`config.mk`:
```
export PLATFORM = sky130hd
export DESIGN_NAME = rx_ring_writer
export DESIGN_NICKNAME = d
export VERILOG_FILES = /design/src/rtl/rxr_pkg.sv /design/src/rtl/rxr_ring_step.sv /design/src/rtl/rxr_desc_addr.sv /design/src/rtl/rxr_flag_pack.sv /design/src/rtl/rx_ring_writer.sv
export SDC_FILE = /design/constraint.sdc
export NUM_CORES = 1
export LEC_CHECK = 0
export ABC_AREA = 1
export CORE_ASPECT_RATIO = 1.2
export CORE_UTILIZATION = 50
export CTS_BUF_LIST = sky130_fd_sc_hd__clkbuf_16
export DETAILED_ROUTE_END_ITERATION = 7
export PLACE_DENSITY_LB_ADDON = 0.12
export SYNTH_ARGS = -nofsm -noshare
export SYNTH_HDL_FRONTEND = slang
export SYNTH_SLANG_ARGS = --single-unit
```
`constraint.sdc`:
```
create_clock -name clk -period 6.6 [get_ports clk]
set_input_delay 1.32 -clock clk [delete_from_list [all_inputs] [get_ports clk]]
set_output_delay 1.32 -clock clk [all_outputs]
set_load 0.01 [all_outputs]
```
`src/rtl/rxr_pkg.sv`:
```
package rxr_pkg;
   // width of a length field in a descriptor
   localparam int LEN_W = 12;

   // status byte bit positions (the host decodes these)
   localparam int ST_OWNER = 7;
   localparam int ST_ANYERR = 6;
   localparam int ST_FRAME = 5;
   localparam int ST_OVER = 4;
   localparam int ST_CRC = 3;
   localparam int ST_NOBUF = 2;
   localparam int ST_FIRST = 1;
   localparam int ST_LAST = 0;

   // descriptor word selectors
   localparam logic [1:0] DW_ADDR = 2'd0;
   localparam logic [1:0] DW_STAT = 2'd1;
   localparam logic [1:0] DW_BLEN = 2'd2;
   localparam logic [1:0] DW_MLEN = 2'd3;

   typedef enum logic [3:0] {
      S_IDLE,
      S_RD_ADDR,
      S_RD_STAT,
      S_RD_BLEN,
      S_DECIDE,
      S_DATA,
      S_PUT_LEN,
      S_PUT_STAT,
      S_DROP
   } wr_state_e;
endpackage

```
`src/rtl/rxr_ring_step.sv`:
```
module rxr_ring_step #(
   parameter int LOG2_W = 3,
   parameter int IDX_W  = 7
) (
   input  logic [IDX_W-1:0]  idx,
   input  logic [LOG2_W-1:0] log2,
   output logic [IDX_W-1:0]  idx_inc
);
   logic [IDX_W-1:0] mask;

   always_comb begin
      mask    = (IDX_W'(1) << log2) - IDX_W'(1);
      idx_inc = (idx + IDX_W'(1)) & mask;
   end
endmodule

```
`src/rtl/rxr_desc_addr.sv`:
```
module rxr_desc_addr #(
   parameter int ADDR_W = 24,
   parameter int IDX_W  = 7
) (
   input  logic [ADDR_W-17:0] ring_hi,
   input  logic [15:0]        ring_lo,
   input  logic [IDX_W-1:0]   idx,
   input  logic [1:0]         word,
   output logic [ADDR_W-2:0]  waddr
);
   logic [ADDR_W-1:0] byte_addr;
   logic              unused_lsb;

   always_comb begin
      byte_addr = {ring_hi, ring_lo} + (ADDR_W'(idx) << 3) + ADDR_W'({word, 1'b0});
      waddr     = byte_addr[ADDR_W-1:1];
   end

   assign unused_lsb = byte_addr[0];
endmodule

```
`src/rtl/rxr_flag_pack.sv`:
```
module rxr_flag_pack
   import rxr_pkg::*;
#(
   parameter bit NOBUF_CLOSES = 1'b1
) (
   input  logic       first,
   input  logic       eop_end,
   input  logic       nobuf_end,
   input  logic [2:0] err,
   output logic [7:0] status
);
   logic last_bit;

   generate
      if (NOBUF_CLOSES) begin : g_nobuf_last
         assign last_bit = eop_end | nobuf_end;
      end else begin : g_nobuf_open
         assign last_bit = eop_end;
      end
   endgenerate

   always_comb begin
      status            = '0;
      status[ST_OWNER]  = 1'b0;
      status[ST_ANYERR] = (|err) | nobuf_end;
      status[ST_FRAME]  = err[2];
      status[ST_OVER]   = err[1];
      status[ST_CRC]    = err[0];
      status[ST_NOBUF]  = nobuf_end;
      status[ST_FIRST]  = first;
      status[ST_LAST]   = last_bit;
   end
endmodule

```
`src/rtl/rx_ring_writer.sv`:
```
module rx_ring_writer
   import rxr_pkg::*;
#(
   parameter int ADDR_W       = 24,
   parameter int LOG2_W       = 3,
   parameter bit NOBUF_CLOSES = 1'b1
) (
   input  logic              clk,
   input  logic              rst_n,
   input  logic [15:0]       ring_lo,
   input  logic [15:0]       ring_cfg,
   input  logic              rx_valid,
   output logic              rx_ready,
   input  logic [7:0]        rx_data,
   input  logic              rx_sop,
   input  logic              rx_eop,
   input  logic [2:0]        rx_err,
   output logic              mem_req,
   output logic              mem_we,
   output logic [ADDR_W-2:0] mem_addr,
   output logic [1:0]        mem_be,
   output logic [15:0]       mem_wdata,
   input  logic [15:0]       mem_rdata,
   output logic              rint_pulse,
   output logic              miss_pulse
);
   localparam int IDX_W = (1 << LOG2_W) - 1;
   localparam int HI_W  = ADDR_W - 16;
   localparam int CNT_W = LEN_W + 1;

   generate
      if (ADDR_W < 17 || ADDR_W > 24) begin : g_bad_addr
         $error("rx_ring_writer: ADDR_W must lie in 17..24");
      end
      if (LOG2_W < 1 || LOG2_W > 3) begin : g_bad_log2
         $error("rx_ring_writer: LOG2_W must lie in 1..3");
      end
   endgenerate

   wr_state_e         state;
   logic              chaining;
   logic [15:0]       f_lo;
   logic [HI_W-1:0]   f_hi;
   logic              f_own;
   logic [CNT_W-1:0]  f_size;
   logic [ADDR_W-1:0] cur_base;
   logic [CNT_W-1:0]  cur_size;
   logic [CNT_W-1:0]  buf_cnt;
   logic [LEN_W-1:0]  frm_cnt;
   logic              cur_first;
   logic              end_eop;
   logic              end_nobuf;
   logic [2:0]        err_lat;
   logic [IDX_W-1:0]  cur_idx;
   logic [IDX_W-1:0]  nxt_idx;
   logic [IDX_W-1:0]  nxt_inc;

   logic [LOG2_W-1:0] ring_log2;
   logic [IDX_W-1:0]  sel_idx;
   logic [1:0]        sel_word;
   logic [ADDR_W-2:0] desc_waddr;
   logic [ADDR_W-1:0] data_addr;
   logic              use_data;
   logic [7:0]        status;
   logic [15:0]       neg_len;
   logic [CNT_W-1:0]  size_now;
   logic              unused_bits;

   assign ring_log2 = ring_cfg[15 -: LOG2_W];

   rxr_ring_step #(.LOG2_W(LOG2_W), .IDX_W(IDX_W)) u_step (
      .idx     (nxt_idx),
      .log2    (ring_log2),
      .idx_inc (nxt_inc)
   );

   rxr_desc_addr #(.ADDR_W(ADDR_W), .IDX_W(IDX_W)) u_daddr (
      .ring_hi (ring_cfg[HI_W-1:0]),
      .ring_lo (ring_lo),
      .idx     (sel_idx),
      .word    (sel_word),
      .waddr   (desc_waddr)
   );

   rxr_flag_pack #(.NOBUF_CLOSES(NOBUF_CLOSES)) u_flags (
      .first     (cur_first),
      .eop_end   (end_eop),
      .nobuf_end (end_nobuf),
      .err       (err_lat),
      .status    (status)
   );

   // buffer size from the negated length word, 0 meaning the full 4096
   always_comb begin
      neg_len  = ~mem_rdata + 16'd1;
      size_now = {(neg_len[LEN_W-1:0] == '0), neg_len[LEN_W-1:0]};
   end

   assign data_addr = cur_base + ADDR_W'(buf_cnt);

   always_comb begin
      rx_ready  = 1'b0;
      mem_req   = 1'b0;
      mem_we    = 1'b0;
      mem_be    = 2'b11;
      mem_wdata = '0;
      sel_idx   = nxt_idx;
      sel_word  = DW_ADDR;
      use_data  = 1'b0;
      case (state)
         S_IDLE: begin
            // stray bytes outside a frame are taken and discarded
            rx_ready = rx_valid & ~rx_sop;
         end
         S_RD_ADDR: begin
            mem_req  = 1'b1;
            sel_word = DW_ADDR;
         end
         S_RD_STAT: begin
            mem_req  = 1'b1;
            sel_word = DW_STAT;
         end
         S_RD_BLEN: begin
            mem_req  = 1'b1;
            sel_word = DW_BLEN;
         end
         S_DATA: begin
            rx_ready = 1'b1;
            use_data = 1'b1;
            if (rx_valid) begin
               mem_req   = 1'b1;
               mem_we    = 1'b1;
               mem_be    = data_addr[0] ? 2'b10 : 2'b01;
               mem_wdata = {rx_data, rx_data};
            end
         end
         S_PUT_LEN: begin
            mem_req   = 1'b1;
            mem_we    = 1'b1;
            sel_idx   = cur_idx;
            sel_word  = DW_MLEN;
            mem_wdata = {{(16 - LEN_W){1'b0}}, frm_cnt};
         end
         S_PUT_STAT: begin
            mem_req   = 1'b1;
            mem_we    = 1'b1;
            mem_be    = 2'b10;
            sel_idx   = cur_idx;
            sel_word  = DW_STAT;
            mem_wdata = {status, 8'h00};
         end
         S_DROP: begin
            rx_ready = 1'b1;
         end
         default: ;
      endcase
   end

   assign mem_addr = use_data ? data_addr[ADDR_W-1:1] : desc_waddr;

   always_ff @(posedge clk) begin
      if (!rst_n) begin
         state      <= S_IDLE;
         chaining   <= 1'b0;
         f_lo       <= '0;
         f_hi       <= '0;
         f_own      <= 1'b0;
         f_size     <= '0;
         cur_base   <= '0;
         cur_size   <= '0;
         buf_cnt    <= '0;
         frm_cnt    <= '0;
         cur_first  <= 1'b0;
         end_eop    <= 1'b0;
         end_nobuf  <= 1'b0;
         err_lat    <= '0;
         cur_idx    <= '0;
         nxt_idx    <= '0;
         rint_pulse <= 1'b0;
         miss_pulse <= 1'b0;
      end else begin
         rint_pulse <= 1'b0;
         miss_pulse <= 1'b0;
         case (state)
            S_IDLE: begin
               if (rx_valid && rx_sop) begin
                  chaining  <= 1'b0;
                  end_eop   <= 1'b0;
                  end_nobuf <= 1'b0;
                  err_lat   <= '0;
                  state     <= S_RD_ADDR;
               end
            end
            S_RD_ADDR: state <= S_RD_STAT;
            S_RD_STAT: begin
               f_lo  <= mem_rdata;
               state <= S_RD_BLEN;
            end
            S_RD_BLEN: begin
               f_hi  <= mem_rdata[HI_W-1:0];
               f_own <= mem_rdata[15];
               state <= S_DECIDE;
            end
            S_DECIDE: begin
               f_size <= size_now;
               if (!chaining) begin
                  if (f_own) begin
                     cur_base  <= {f_hi, f_lo};
                     cur_size  <= size_now;
                     buf_cnt   <= '0;
                     frm_cnt   <= '0;
                     cur_first <= 1'b1;
                     cur_idx   <= nxt_idx;
                     nxt_idx   <= nxt_inc;
                     state     <= S_DATA;
                  end else begin
                     miss_pulse <= 1'b1;
                     state      <= S_DROP;
                  end
               end else begin
                  end_nobuf <= ~f_own;
                  state     <= S_PUT_LEN;
               end
            end
            S_DATA: begin
               if (rx_valid) begin
                  buf_cnt <= buf_cnt + CNT_W'(1);
                  frm_cnt <= frm_cnt + LEN_W'(1);
                  if (rx_eop) begin
                     end_eop <= 1'b1;
                     err_lat <= rx_err;
                     state   <= S_PUT_LEN;
                  end else if (buf_cnt + CNT_W'(1) == cur_size) begin
                     chaining <= 1'b1;
                     state    <= S_RD_ADDR;
                  end
               end
            end
            S_PUT_LEN: state <= S_PUT_STAT;
            S_PUT_STAT: begin
               if (end_eop) begin
                  rint_pulse <= 1'b1;
                  state      <= S_IDLE;
               end else if (end_nobuf) begin
                  rint_pulse <= 1'b1;
                  state      <= S_DROP;
               end else begin
                  cur_base  <= {f_hi, f_lo};
                  cur_size  <= f_size;
                  buf_cnt   <= '0;
                  cur_first <= 1'b0;
                  cur_idx   <= nxt_idx;
                  nxt_idx   <= nxt_inc;
                  state     <= S_DATA;
               end
            end
            S_DROP: begin
               if (rx_valid && rx_eop) state <= S_IDLE;
            end
            default: state <= S_IDLE;
         endcase
      end
   end

   assign unused_bits = ^{mem_rdata[14:HI_W], neg_len[15:LEN_W], ring_cfg[15-LOG2_W:HI_W]};
endmodule

```
Word level (Yosys, flattened, before mapping)
Index checks and enable logic that the tools add are counted.
- add/sub/neg operators: 8
- equal/unequal tests: 21
- shift operators: 1
- multiplexer cells: 75
- bitwise logic cells: 9
- reduce and logical (&&, ||, !) cells: 23
- operators by type and width (cell ; count):
    two-way mux 13 bit ; 9
    two-way mux 24 bit ; 4
    two-way mux 7 bit ; 9
    one-hot mux 16 bit (3 select lines) ; 1
    one-hot mux 24 bit (2 select lines) ; 1
    one-hot mux 13 bit (3 select lines) ; 1
    two-way mux 12 bit ; 3
    two-way mux 4 bit ; 9
    one-hot mux 4 bit (9 select lines) ; 1
    one-hot mux 7 bit (2 select lines) ; 2
    one-hot mux 13 bit (2 select lines) ; 1
    adder 12 x 1 -> 12 bit, second input constant ; 2
    adder 24 x 10 -> 24 bit ; 1
    adder 24 x 13 -> 24 bit ; 1
    adder 24 x 3 -> 24 bit ; 1
    one-hot mux 12 bit (2 select lines) ; 1
    two-way mux 23 bit ; 1
    != test 2 bit, second input constant ; 11
    equality test 4 x 3 -> 1 bit, second input constant ; 4
    two-way mux 1 bit ; 16
    two-way mux 16 bit ; 1
    one-hot mux 1 bit (2 select lines) ; 7
    adder 13 x 1 -> 13 bit, second input constant ; 1
    equality test 13 bit ; 1
    30 further kinds ; 48
- flip-flop bits (word level): 127
- output and inout bits: 46
- logic and storage cells: 155

Logic depth before layout (Yosys ltp)
- depth after elaboration: 6
- depth in mapped cells: 18
- gate-level depth less buffers: 18

Cells and area by module
A second synthesis with hierarchy kept.
- cell total of the unflattened synthesis: 1358
- area total of the unflattened synthesis: 8658.3 sq um
- modules (own cells, without submodules) (module ; times used ; cells an instance ; area each (sq um)):
    rx_ring_writer ; 1 ; 1048 ; 7140.6
    rxr_desc_addr ; 1 ; 247 ; 1187.4
    rxr_ring_step ; 1 ; 51 ; 256.5
    rxr_flag_pack ; 1 ; 12 ; 73.8

Worst setup path before layout
OpenSTA, ideal clock, no wires.
- kind: input to output
- start point: in ring_lo[1]
- end point: out mem_addr[22]
- data arrival time: 2985 ps
- data required time: 5280 ps
- path slack: 2295 ps
- stages on the path: 11
- buffers on the path: 0
- cell sequence: ha_1 -> inv_1 -> fa_1 -> o21ai_0 -> inv_1 -> o21ai_0 -> nand4_1 -> nand2_1 -> xor2_1 -> nand2_1 -> nand2_1
- word-level cells in the longest chain between the ends: 3
- RTL lines (what ; line ; text):
    start, declared ; rx_ring_writer.sv:10 ; input logic [15:0] ring_lo,
    adder 24 x 10 -> 24 bit ; rxr_desc_addr.sv:15 ; byte_addr = {ring_hi, ring_lo} + (ADDR_W'(idx) << 3) + ADDR_W'({word, 1'b0});
    adder 24 x 3 -> 24 bit ; rxr_desc_addr.sv:15 ;
    two-way mux 23 bit ; rx_ring_writer.sv:159 ; assign mem_addr = use_data ? data_addr[ADDR_W-1:1] : desc_waddr;
    end, declared ; rx_ring_writer.sv:20 ; output logic [ADDR_W-2:0] mem_addr,
No other way between the ends.

Worst setup path after layout
- start point: reg state[3]
- end point: out mem_addr[8]
- word-level cells in the longest chain between the ends: 6
- elaborated cells on any way between the ends: 13
- RTL lines (what ; line ; text):
    start, declared ; rx_ring_writer.sv:40 ; wr_state_e state;
    start signal, assigned ; rx_ring_writer.sv:163 ; state <= S_IDLE;
    start signal, assigned ; rx_ring_writer.sv:191 ; state <= S_RD_ADDR;
    start signal, assigned ; rx_ring_writer.sv:194 ; S_RD_ADDR: state <= S_RD_STAT;
    equality test 4 x 3 -> 1 bit ; rx_ring_writer.sv:110 ; case (state)
    OR reduction 2 bit (no line) ; -- ;
    two-way mux 7 bit ; rx_ring_writer.sv:110 ;
    adder 24 x 10 -> 24 bit ; rxr_desc_addr.sv:15 ;
    adder 24 x 3 -> 24 bit ; rxr_desc_addr.sv:15 ;
    two-way mux 23 bit * ; rx_ring_writer.sv:159 ;
Every way passes the cells marked *; elsewhere a longest branch is shown, timed or not.

==> metrics.yaml <==
end_kind: "output port"
ys_seq_area_share_pct: 31.9
finalCritPeriodShare_pct: 88.3
grt_setup_unrepaired: "no"
critPathRequiredTime_ps: 5280
dp_hpwl_um: 17800
synth_top_area_cell: "dfxtp_1"
arrival_ps: 4510
finalInstanceArea_mm2: 0.00976
drt-met1-wl_um: 10000
critPathTopFamily: "simple AND/OR/NAND/NOR gates"
critPathMaxStageDelay_ps: 530
cts_resized: 0
cts_tree: "built"
wl_met2_um: 11300
n_antenna_cell: 0
grt_remaining_overflow: 0
start_util_pct: 51.2
post_cts_buffers: 0
synthArstFlopShare_pct: 0
port_buffers: 103
clkPwrFrac_pct: 32.9
clockBufferDepth: 2
ys_warn_count: 0
drive_gt1_share_pct: 5.53
stdcell_count: 1546
fin_crit_ps: 5830
fin_setup_tns_ps: 0
yosysUniqueCellTypes: 49
skew_ps: 7.96
area_delta_synth_final_pct: 22.4
rows: 50
p_comb_share_pct: 31.9
wl_met3_um: 1370
clock_sinks: 127
drv_slew: 0
grt_pass1_wl_um: 38500
h-tree-depth: 4
path_buf_inv: 5
power_density_mw_per_mm2: 311
synth-edff-count: 0
dp_cells: 1514
die_w_um: 117
p_sw_mw: 1.07
dr.pass1.iters: 5
status: "finished, final reports clean"
cts_hold_buf: 0
placed_cell_area_mm2: 0.00914
routed_wl_um: 24100
synth_seq_cells: 127
power_frac_seq_pct: 35.2
grt_antenna_before_repair: 0
max_slew_margin_pct: 34.1
syn_nets: 1329
cap_viol_max_count: 0
drtAntennaViolNets: 0
vias_per_cell: 5.51
hold_violations: 0
wl_per_cell_um: 15.6
grt_pass1_vias: 7698
clk_latency_ps: 410
top_layer_used: "met4"
setup_violations: 0
syn_avg_cell_area_um2: 6.45
nets: 1418
cp_cell_sequence: "inv_1 -> nand2_2 -> nor2_1 -> buf_4 -> inv_1 -> nor2_1 -> nor2_1 -> fa_1 -> o21ai_0 -> inv_1 -> o21ai_0 -> nand3_1 -> nand2_1 -> or2_2 -> nand3_1 -> nand2_1 -> clkdlybuf4s50_1"
fmax_mhz: 172
syn_area_mm2: 0.00798
ys_top_cells_by_area: "dfxtp_1 (32%), nand2_1 (12%), o21ai_0 (9.4%)"
cp_slowest_cell: "nor2_1"
core-area_mm2: 0.0156
worstHoldPathType: "flop to flop"
syn_inst: 1236
ioPinCount: 110
grt.total_usage_pct: 30.6
critical_path_class: "flop to output port"
drc: 0
root_buffer: "clkbuf_16"
ys.flop_type: "dfxtp_1"
path_clk_slew_ps: 50
via_count: 8511
power_mw: 3.03
die_y_um: 140
grt_max_degree: 83
tightest_slew_ps: 983
die_area_mm2: 0.0165
vdd_drop_max_uv: 237
synth_top_area_share_pct: 31.9
cts_buffers: 17
gp_congestion: 0.898
worst-path-max-fanout: 13
cp-start-kind: "flop"
power.internal_mw: 1.96
switching_share_pct: 35.4
p_leak_nw: 4.02
drt_iter0_drc: 572
layout by cell type, fill, tap and decap left out, types with 7 or more instances in the layout:
cell | Yosys | final
xor2_1 | 19 | 19
clkbuf_16 | 0 | 17
o22ai_1 | 10 | 10
a21oi_1 | 115 | 115
nand3_1 | 74 | 74
nand4_1 | 14 | 14
nand2_1 | 262 | 262
dfxtp_1 | 127 | 127
clkdlybuf4s50_1 | 0 | 102
nand3b_1 | 7 | 7
inv_1 | 140 | 143
ha_1 | 27 | 27
inv_2 | 7 | 7
nor2_2 | 6 | 7
nor3_1 | 19 | 19
nor2_1 | 144 | 143
o21ai_0 | 150 | 149
worst paths after layout:
path	end	from	cells after the start	slack, ps
worst max-delay path	mem_addr[8]	state[3]	17	770
worst min-delay path	cur_size[4]	f_size[4]	2	460
worst max register to register	cur_size[11]	state[0]	11	2580
worst min register to register	cur_size[4]	f_size[4]	2	460
sequential cells by signal, summed over array words and instances, names as in the netlist:
register / count
end_nobuf: 1
cur_first: 1
end_eop: 1
buf_cnt: 13
state: 4
cur_idx: 7
nxt_idx: 7
f_lo: 16
rint_pulse: 1
f_hi: 8
cur_base: 24
f_own: 1
err_lat: 3
f_size: 13
miss_pulse: 1
cur_size: 13
frm_cnt: 12
chaining: 1
cell usage after synthesis (2+ instances only):
cell type / instances
nor3_1: 19
nand3b_1: 7
nand4_1: 14
a211oi_1: 6
inv_2: 7
o221ai_1: 6
inv_1: 140
ha_1: 27
nand2_1: 262
buf_2: 9
nand4_4: 2
o21bai_1: 2
dfxtp_1: 127
buf_4: 2
nor4_1: 4
nor2_1: 144
nand2_2: 6
o21ai_0: 150
fa_1: 2
nor3_2: 4
nand2_4: 2
a21oi_1: 115
nand3_1: 74
or2_2: 6
xnor2_1: 6
o22ai_1: 10
a31oi_1: 5
o211ai_1: 6
a22oi_1: 4
nor2_2: 6
buf_1: 2
clkbuf_1: 25
xor2_1: 19
power groups by stage:
stage	logic, mW	clock network (mW)	registers (mW)
global route	1.08	1.05	1.08
detailed placement	0.953	0	1.08
finish	0.968	0.999	1.07
CTS	0.962	1.00	1.06
global placement	0.944	0	1.07
floorplan	0.650	0	1.03
layout make-up:
class                           instances  area, µm²
Fill cell                            1520       5810
Multi-Input combinational cell        922       4710
Sequential cell                       127       2540
Timing Repair Buffer                  109       1070
Inverter                              148        556
Clock buffer                           17        425
Tap cell                              208        260
Clock inverter                         15        203
metrics by stage:
| stage | setup WS [ps] | hold WS, ps | utilization, % |
|---|---|---|---|
| floorplan | 2300 | 435 | - |
| global placement | 974 | 441 | 58.7 |
| detailed placement | 990 | 452 | 58.7 |
| CTS | 908 | 460 | 62.7 |
| global route | 403 | 484 | 62.7 |
| finish | 773 | 461 | 62.7 |
worst register-to-register path, stage by stage (launching register included):
cell      delay, ps
dfxtp_1         360
inv_2           140
nand2_2          90
nor2_2          700
inv_1           410
nand2_1         210
nand4_4         570
nor2_1          920
inv_1           190
o221ai_1        230
nand2_1          80
inv_1            70
cells by family after synthesis:
family	after synthesis	share of synthesized area, %
XOR/XNOR	25	2.75
flip-flops	127	31.9
buffers and inverters	187	9.13
AO/OA/AOI/OAI	312	21.0
AND/OR/NAND/NOR	556	30.5
adder cells (fa/ha/maj)	29	4.74
per-layer routing:
metal | vias up | GRT usage, %
met5 | - | 0
met2 | 279 | 50.8
met4 | 0 | 18.7
li1 | 4286 | -
met1 | 3875 | 36.0
met3 | 71 | 5.45
(Power assumes the default switching activity.)
